$ cat config.mk
export PLATFORM = sky130hd
export DESIGN_NAME = alarm_match_unit
export DESIGN_NICKNAME = d
export VERILOG_FILES = /design/src/rtl/alarm_pkg.sv /design/src/rtl/alarm_field_cmp.sv /design/src/rtl/alarm_match_core.sv /design/src/rtl/alarm_flag_ctrl.sv /design/src/rtl/alarm_match_unit.sv
export SDC_FILE = /design/constraint.sdc
export NUM_CORES = 1
export LEC_CHECK = 0
export ABC_AREA = 1
export ABC_CLOCK_PERIOD_IN_PS = 3070
export CAP_MARGIN = 30
export CORE_MARGIN = 4
export CORE_UTILIZATION = 27
export DETAILED_ROUTE_END_ITERATION = 12
export HOLD_SLACK_MARGIN = 0.15
export PLACE_DENSITY = 0.86
export SLEW_MARGIN = 20
export SYNTH_ARGS = -nofsm -noshare
export SYNTH_HDL_FRONTEND = slang
export SYNTH_HIERARCHICAL = 1
export SYNTH_SLANG_ARGS = --single-unit
$ cat constraint.sdc
create_clock -name clk -period 3.07 [get_ports clk]
set_clock_uncertainty 0.05 [all_clocks]
set_input_delay 0.7675 -clock clk [delete_from_list [all_inputs] [get_ports clk]]
set_output_delay 0.7675 -clock clk [all_outputs]
set_load 0.01 [all_outputs]
$ cat src/rtl/alarm_pkg.sv
// Package: shared constants and types for the calendar alarm match unit.
// Assumes four alarm fields and byte-wide alarm registers whose top bit
// excludes the field from comparison.
package alarm_pkg;

    localparam int NUM_FIELDS = 4;
    localparam int BYTE_W     = 8;
    localparam int EXCL_BIT   = BYTE_W - 1;

    // Field order inside the packed arrays used between submodules.
    typedef enum logic [1:0] {
        FLD_MIN  = 2'd0,
        FLD_HOUR = 2'd1,
        FLD_MDAY = 2'd2,
        FLD_WDAY = 2'd3
    } field_e;

    typedef logic [NUM_FIELDS-1:0][BYTE_W-1:0] field_bytes_t;
    typedef logic [NUM_FIELDS-1:0]             field_bits_t;

endpackage

$ cat src/rtl/alarm_field_cmp.sv
// Module: alarm_field_cmp
// Compares one BCD time field against its alarm byte. Only the low VAL_W
// bits are compared; bit 7 of the alarm byte marks the field as excluded.
// Assumes VAL_W is between 1 and 7.
module alarm_field_cmp #(
    parameter int VAL_W = 7
) (
    input  logic [alarm_pkg::BYTE_W-1:0] now_i,
    input  logic [alarm_pkg::BYTE_W-1:0] alm_i,
    output logic                         incl_o,
    output logic                         equal_o
);
    import alarm_pkg::*;

    // Purpose: decode inclusion and value equality of this field.
    always_comb begin
        incl_o  = ~alm_i[EXCL_BIT];
        equal_o = (now_i[VAL_W-1:0] == alm_i[VAL_W-1:0]);
    end

    // Bits outside the value range are deliberately not compared.
    logic unused_now_bits;
    assign unused_now_bits = ^now_i[BYTE_W-1:VAL_W];

    if (VAL_W < EXCL_BIT) begin : g_alm_pad
        logic unused_alm_bits;
        assign unused_alm_bits = ^alm_i[EXCL_BIT-1:VAL_W];
    end

endmodule

$ cat src/rtl/alarm_match_core.sv
// Module: alarm_match_core
// Instantiates one comparator per field and forms the one-cycle alarm event:
// strobe present, at least one field included, and all included fields equal.
// Assumes the update strobe lasts one cycle per minute.
module alarm_match_core #(
    parameter int MIN_W  = 7,
    parameter int HOUR_W = 6,
    parameter int MDAY_W = 6,
    parameter int WDAY_W = 3
) (
    input  logic                     clk,
    input  logic                     rst_n,
    input  logic                     upd_stb_i,
    input  alarm_pkg::field_bytes_t  now_i,
    input  alarm_pkg::field_bytes_t  alm_i,
    output logic                     evt_o
);
    import alarm_pkg::*;

    field_bits_t incl;
    field_bits_t equal;
    logic        any_incl;
    logic        all_ok;

    for (genvar g = 0; g < NUM_FIELDS; g++) begin : g_fld
        localparam int FW = (g == int'(FLD_MIN))  ? MIN_W  :
                            (g == int'(FLD_HOUR)) ? HOUR_W :
                            (g == int'(FLD_MDAY)) ? MDAY_W : WDAY_W;
        alarm_field_cmp #(.VAL_W(FW)) i_cmp (
            .now_i   (now_i[g]),
            .alm_i   (alm_i[g]),
            .incl_o  (incl[g]),
            .equal_o (equal[g])
        );
    end

    // Purpose: combine per-field results into a single strobed event.
    always_comb begin
        any_incl = |incl;
        all_ok   = &(equal | ~incl);
        evt_o    = upd_stb_i & any_incl & all_ok;
    end


    all_excluded_no_evt_chk: assert property (@(posedge clk) disable iff (!rst_n)
        (alm_i[0][EXCL_BIT] && alm_i[1][EXCL_BIT] && alm_i[2][EXCL_BIT]
         && alm_i[3][EXCL_BIT]) |-> !evt_o);

endmodule

$ cat src/rtl/alarm_flag_ctrl.sv
// Module: alarm_flag_ctrl
// Holds the sticky alarm flag and drives the masked active-low interrupt.
// An event has priority over a same-cycle clear. Assumes evt_i is a
// one-cycle pulse from the match core.
module alarm_flag_ctrl (
    input  logic clk,
    input  logic rst_n,
    input  logic evt_i,
    input  logic flag_clr_i,
    input  logic irq_en_i,
    output logic flag_o,
    output logic irq_n_o
);
    logic flag_q;

    // Purpose: set on event, clear on write, otherwise hold.
    always_ff @(posedge clk) begin
        if (!rst_n)          flag_q <= 1'b0;
        else if (evt_i)      flag_q <= 1'b1;
        else if (flag_clr_i) flag_q <= 1'b0;
    end

    // Purpose: expose the flag and the masked interrupt request.
    always_comb begin
        flag_o  = flag_q;
        irq_n_o = ~(flag_q & irq_en_i);
    end


    evt_sets_flag_chk: assert property (@(posedge clk) disable iff (!rst_n)
        evt_i |=> flag_q);

    flag_holds_chk: assert property (@(posedge clk) disable iff (!rst_n)
        (flag_q && !flag_clr_i) |=> flag_q);

    clear_drops_chk: assert property (@(posedge clk) disable iff (!rst_n)
        (flag_clr_i && !evt_i) |=> !flag_q);

    evt_beats_clear_chk: assert property (@(posedge clk) disable iff (!rst_n)
        (flag_clr_i && evt_i) |=> flag_q);

    no_spurious_set_chk: assert property (@(posedge clk) disable iff (!rst_n)
        (!flag_q && !evt_i) |=> !flag_q);

endmodule

$ cat src/rtl/alarm_match_unit.sv
// Module: alarm_match_unit (top)
// Calendar alarm: compares minute, hour, day of month and weekday against
// four alarm bytes on each minute strobe, sets a sticky flag on a match and
// drives a maskable active-low interrupt. Assumes BCD inputs from the
// time keeper and a one-cycle strobe per minute update.
module alarm_match_unit #(
    parameter int MIN_W  = 7,
    parameter int HOUR_W = 6,
    parameter int MDAY_W = 6,
    parameter int WDAY_W = 3
) (
    input  logic       clk,
    input  logic       rst_n,
    input  logic       upd_stb,
    input  logic [7:0] now_min,
    input  logic [7:0] now_hour,
    input  logic [7:0] now_mday,
    input  logic [7:0] now_wday,
    input  logic [7:0] alm_min,
    input  logic [7:0] alm_hour,
    input  logic [7:0] alm_mday,
    input  logic [7:0] alm_wday,
    input  logic       irq_en,
    input  logic       flag_clr,
    output logic       alarm_flag,
    output logic       irq_n
);
    import alarm_pkg::*;

    field_bytes_t now_v;
    field_bytes_t alm_v;
    logic         evt;

    // Purpose: pack the per-field ports in field order.
    always_comb begin
        now_v[FLD_MIN]  = now_min;
        now_v[FLD_HOUR] = now_hour;
        now_v[FLD_MDAY] = now_mday;
        now_v[FLD_WDAY] = now_wday;
        alm_v[FLD_MIN]  = alm_min;
        alm_v[FLD_HOUR] = alm_hour;
        alm_v[FLD_MDAY] = alm_mday;
        alm_v[FLD_WDAY] = alm_wday;
    end

    alarm_match_core #(
        .MIN_W (MIN_W), .HOUR_W(HOUR_W), .MDAY_W(MDAY_W), .WDAY_W(WDAY_W)
    ) i_core (
        .clk       (clk),
        .rst_n     (rst_n),
        .upd_stb_i (upd_stb),
        .now_i     (now_v),
        .alm_i     (alm_v),
        .evt_o     (evt)
    );

    alarm_flag_ctrl i_flag (
        .clk        (clk),
        .rst_n      (rst_n),
        .evt_i      (evt),
        .flag_clr_i (flag_clr),
        .irq_en_i   (irq_en),
        .flag_o     (alarm_flag),
        .irq_n_o    (irq_n)
    );


    masked_irq_high_chk: assert property (@(posedge clk) disable iff (!rst_n)
        !irq_en |-> irq_n);

endmodule

**After elaboration in Yosys (flattened, before gate mapping)**

Index checks and enable logic that the tools add are counted.

- Input port bits: 69
- Bits in registers: 1
- Logic and storage cells: 20
- Output and inout bits: 2

- Bitwise gates (word level): 10
- Mux-type cells: 2
- Reduce and logical (&&, ||, !) cells: 3
- Equal/unequal tests: 4

Operators with widths:

| kind | number |
|---|---|
| $eq 6x6->1 | 2 |
| $eq 7x7->1 | 1 |
| $not 1->1 | 5 |
| $not 4->4 | 1 |
| $or 4x4->4 | 1 |
| $reduce_and 4->1 | 1 |
| $reduce_or 4->1 | 1 |
| $and 1x1->1 | 3 |
| $eq 3x3->1 | 1 |
| $mux 1 | 2 |
| $reduce_bool 2->1 | 1 |

**Longest topological paths before layout**

- Word-level depth: 6
- Gate-level depth with buffers: 12
- Gate-level depth less buffers: 12

**Cells and area by module**

Netlist, hierarchy kept.

Modules (own cells, without submodules):

| module | instances | cells each | area an instance (sq um) | seq. area each (sq um) |
|---|---|---|---|---|
| alarm_field_cmp (i_core.g_fld[1].i_cmp ...) | 2 | 29 | 117.6 | 0.0 |
| alarm_field_cmp (i_core.g_fld[0].i_cmp) | 1 | 37 | 147.6 | 0.0 |
| alarm_match_core | 1 | 15 | 65.1 | 0.0 |
| alarm_field_cmp (i_core.g_fld[3].i_cmp) | 1 | 10 | 47.5 | 0.0 |
| alarm_flag_ctrl | 1 | 7 | 47.5 | 20.0 |

**Least setup slack after synthesis**

OpenSTA, ideal clock, no wires.

- Path type: input port to output port
- From: in irq_en
- To: out irq_n
- Data required time: 2.253 ns
- Stages on the path: 1
- Path slack: 1.398 ns
- Buffers on the path: 0
- Arrival: 0.855 ns
- Cell sequence: nand2_1

- Word-level cells in the longest chain between the ends: 2

RTL lines:

| element | RTL line | source |
|---|---|---|
| from (decl) | alarm_match_unit.sv:23 | `input logic irq_en,` |
| $and 1x1->1 | alarm_flag_ctrl.sv:26 | `irq_n_o = ~(flag_q & irq_en_i);` |
| $not 1->1 | alarm_flag_ctrl.sv:26 |  |
| to (decl) | alarm_match_unit.sv:26 | `output logic irq_n` |

Every way passes these cells.

**Worst setup path in the final report**

Ends and elaborated chain as after synthesis.

==> impl_metrics.toml <==
[run_status]
run_status = "completed"

[synth]
syn-cell-area_sq_um = 543
ys_warn_count = 6
synth_cell_types = 10
synth_seq_area_share = 0.0369
yosys_register_bits = 1
syn_inst = 127
synthesis.nets = 196
postSynthAreaPerCell_sq_um = 4.28

[timing]
final_hold_viol_count = 0
holdWs_ps = 426
period_share = 0.846
worst_slew_pin_slew_ps = 142
maxSlewHeadroom = 0.905
setup_tns_ps = 0
finalSetupViolCount = 0
rsz0062_at_grt = "false"
slew_violations = 0
period_minus_slack_ps = 2600
max_freq_mhz = 385

[floorplan]
initial_core_util = 0.298
dieArea_sq_um = 2790
dieWidth_um = 52.8
core_sq_um = 1820
ios = 71
rows = 15
die_h_um = 52.8

[drt]
routed_wl_um = 1570
drc = 0
routedWlPerCell_um = 7.61
dr.pass1.iters = 2
vias = 821
viasPerCell = 3.99
final_antenna_net_count = 0
drt-initial-drc-count = 6

[finish]
nets = 252
syn_to_final_growth_pct = 105
largest_reg_flops = 1
diodes = 0
layout-drive-gt1-share = 0.0331
nFillCells = 177

[power_and_ir_drop]
max-vdd-ir-drop_mv = 0.0720
p_leak_uw = 0.000624
powerDensity_nw_per_um2 = 118

[grt]
grt_max_degree = 4
grtUsageTotal = 0.0988
grt_antenna_before_repair = 0
grt_pass1_wl_um = 2240
grt_overflow = 0
grt_pass1_vias = 698

[worst_hold_path]
hold_class = "reg2reg"
worstHoldStart = "i_flag/flag_o"
min_to = "i_flag/flag_o"
min_path_cells = 2

[setup_path]
regToRegEndpoint = "i_flag/flag_o"
start_kind = "input port"
crit_type = "in2out"
rrSetupSlack_ps = 2460
cp_max_fo = 1
critPathRequiredTime_ps = 2250
reg2reg_depth = 2
cp.arrival_ps = 1780
worst_r2r_startpoint = "i_flag/flag_o"
cp-end-kind = "output port"

[cts]
clkTransAtPathRegs_ps = 0
holdBufCountCts = 0
cts_resized = 0
cts.repair_timing.setup_buffer_count = 0
worstSkewPairLatency_ps = 0

[placement]
gp_congestion = 0.625
placement.io_buffers = 54
dp_hpwl_um = 1550

[job]
maxCapViolations = 0
==> final cells by class <==
| cell class | count | area, sq um | area share |
|---|---|---|---|
| tap | 25 | 31.3 | 0.0281 |
| sequential | 1 | 20.0 | 0.0180 |
| timing repair buffer | 54 | 541 | 0.485 |
| inverter | 42 | 158 | 0.141 |
| multi-input combinational | 84 | 365 | 0.328 |
==> report_power, final <==
group / internal [uW] / total (uW) / switching [uW] / leakage [uW]
clock network: 0 / 0 / 0 / 0
registers: 13.5 / 13.7 / 0.156 / 0.00000808
logic: 78.7 / 117 / 38.8 / 0.000616
total: 92.2 / 131 / 38.9 / 0.000624
==> kinds of logic after synthesis <==
kind of cell	synth area share
compound gates	0.0507
simple gates	0.541
buf+inv	0.290
xor+xnor	0.0806
flops	0.0369
==> placed cells by master (no fill, tap or decap) <==
cell type        Yosys  routed
nand2_1             54      54
clkdlybuf4s50_1      0      54
inv_1               42      42
nor2_1              15      15
nor2_2               4       4
xnor2_1              4       4
nand3_1              2       2
a21oi_2              2       2
o21ai_1              2       2
xor2_1               1       1
dfxtp_1              1       1
==> Yosys cell counts (all sizes together) <==
library cell / number / share of area
dfxtp: 1 / 0.037
a21oi: 2 / 0.032
xnor2: 4 / 0.065
nand2: 54 / 0.37
xor2: 1 / 0.016
inv: 42 / 0.29
o21ai: 2 / 0.018
nor2: 19 / 0.15
nand3: 2 / 0.018
==> layer usage <==
metal / global-route usage / part of all wire / wire [um] / up-vias
li1: - / - / - / 460
met2: 0.252 / 0.57 / 890 / 31
met5: 0 / 0 / 0 / -
met3: 0.0114 / 0.10 / 161 / 0
met4: 0 / 0 / 0 / 0
met1: 0.0719 / 0.33 / 514 / 330
==> stage by stage <==
| stage | area (sq um) | utilization | setup slack, ps | total power [uW] | cells |
|---|---|---|---|---|---|
| after global placement | 1110 | 0.612 | 500 | 128 | 206 |
| final | 1110 | 0.612 | 472 | 131 | 206 |
| after detailed placement | 1110 | 0.612 | 461 | 133 | 206 |
| after CTS | 1110 | 0.612 | 463 | 133 | 206 |
| after floorplan | 543 | - | 1400 | 55.1 | 127 |
| after global routing | 1110 | 0.612 | 452 | 145 | 206 |
==> worst max-delay path: stages <==
cell	delay, ps
clkdlybuf4s50_1	410
nand2_1	80
clkdlybuf4s50_1	530
==> worst max path at each step <==
stage | start | end | slack [ps] | depth (start not counted)
3_3_place_gp | irq_en | irq_n | 500 | 3
3_5_place_dp | irq_en | irq_n | 460 | 3
5_1_grt | irq_en | irq_n | 450 | 3
6_report | irq_en | irq_n | 470 | 3
4_1_cts | irq_en | irq_n | 460 | 3
2_1_floorplan | irq_en | irq_n | 1400 | 1
(Power assumes the default switching activity.)
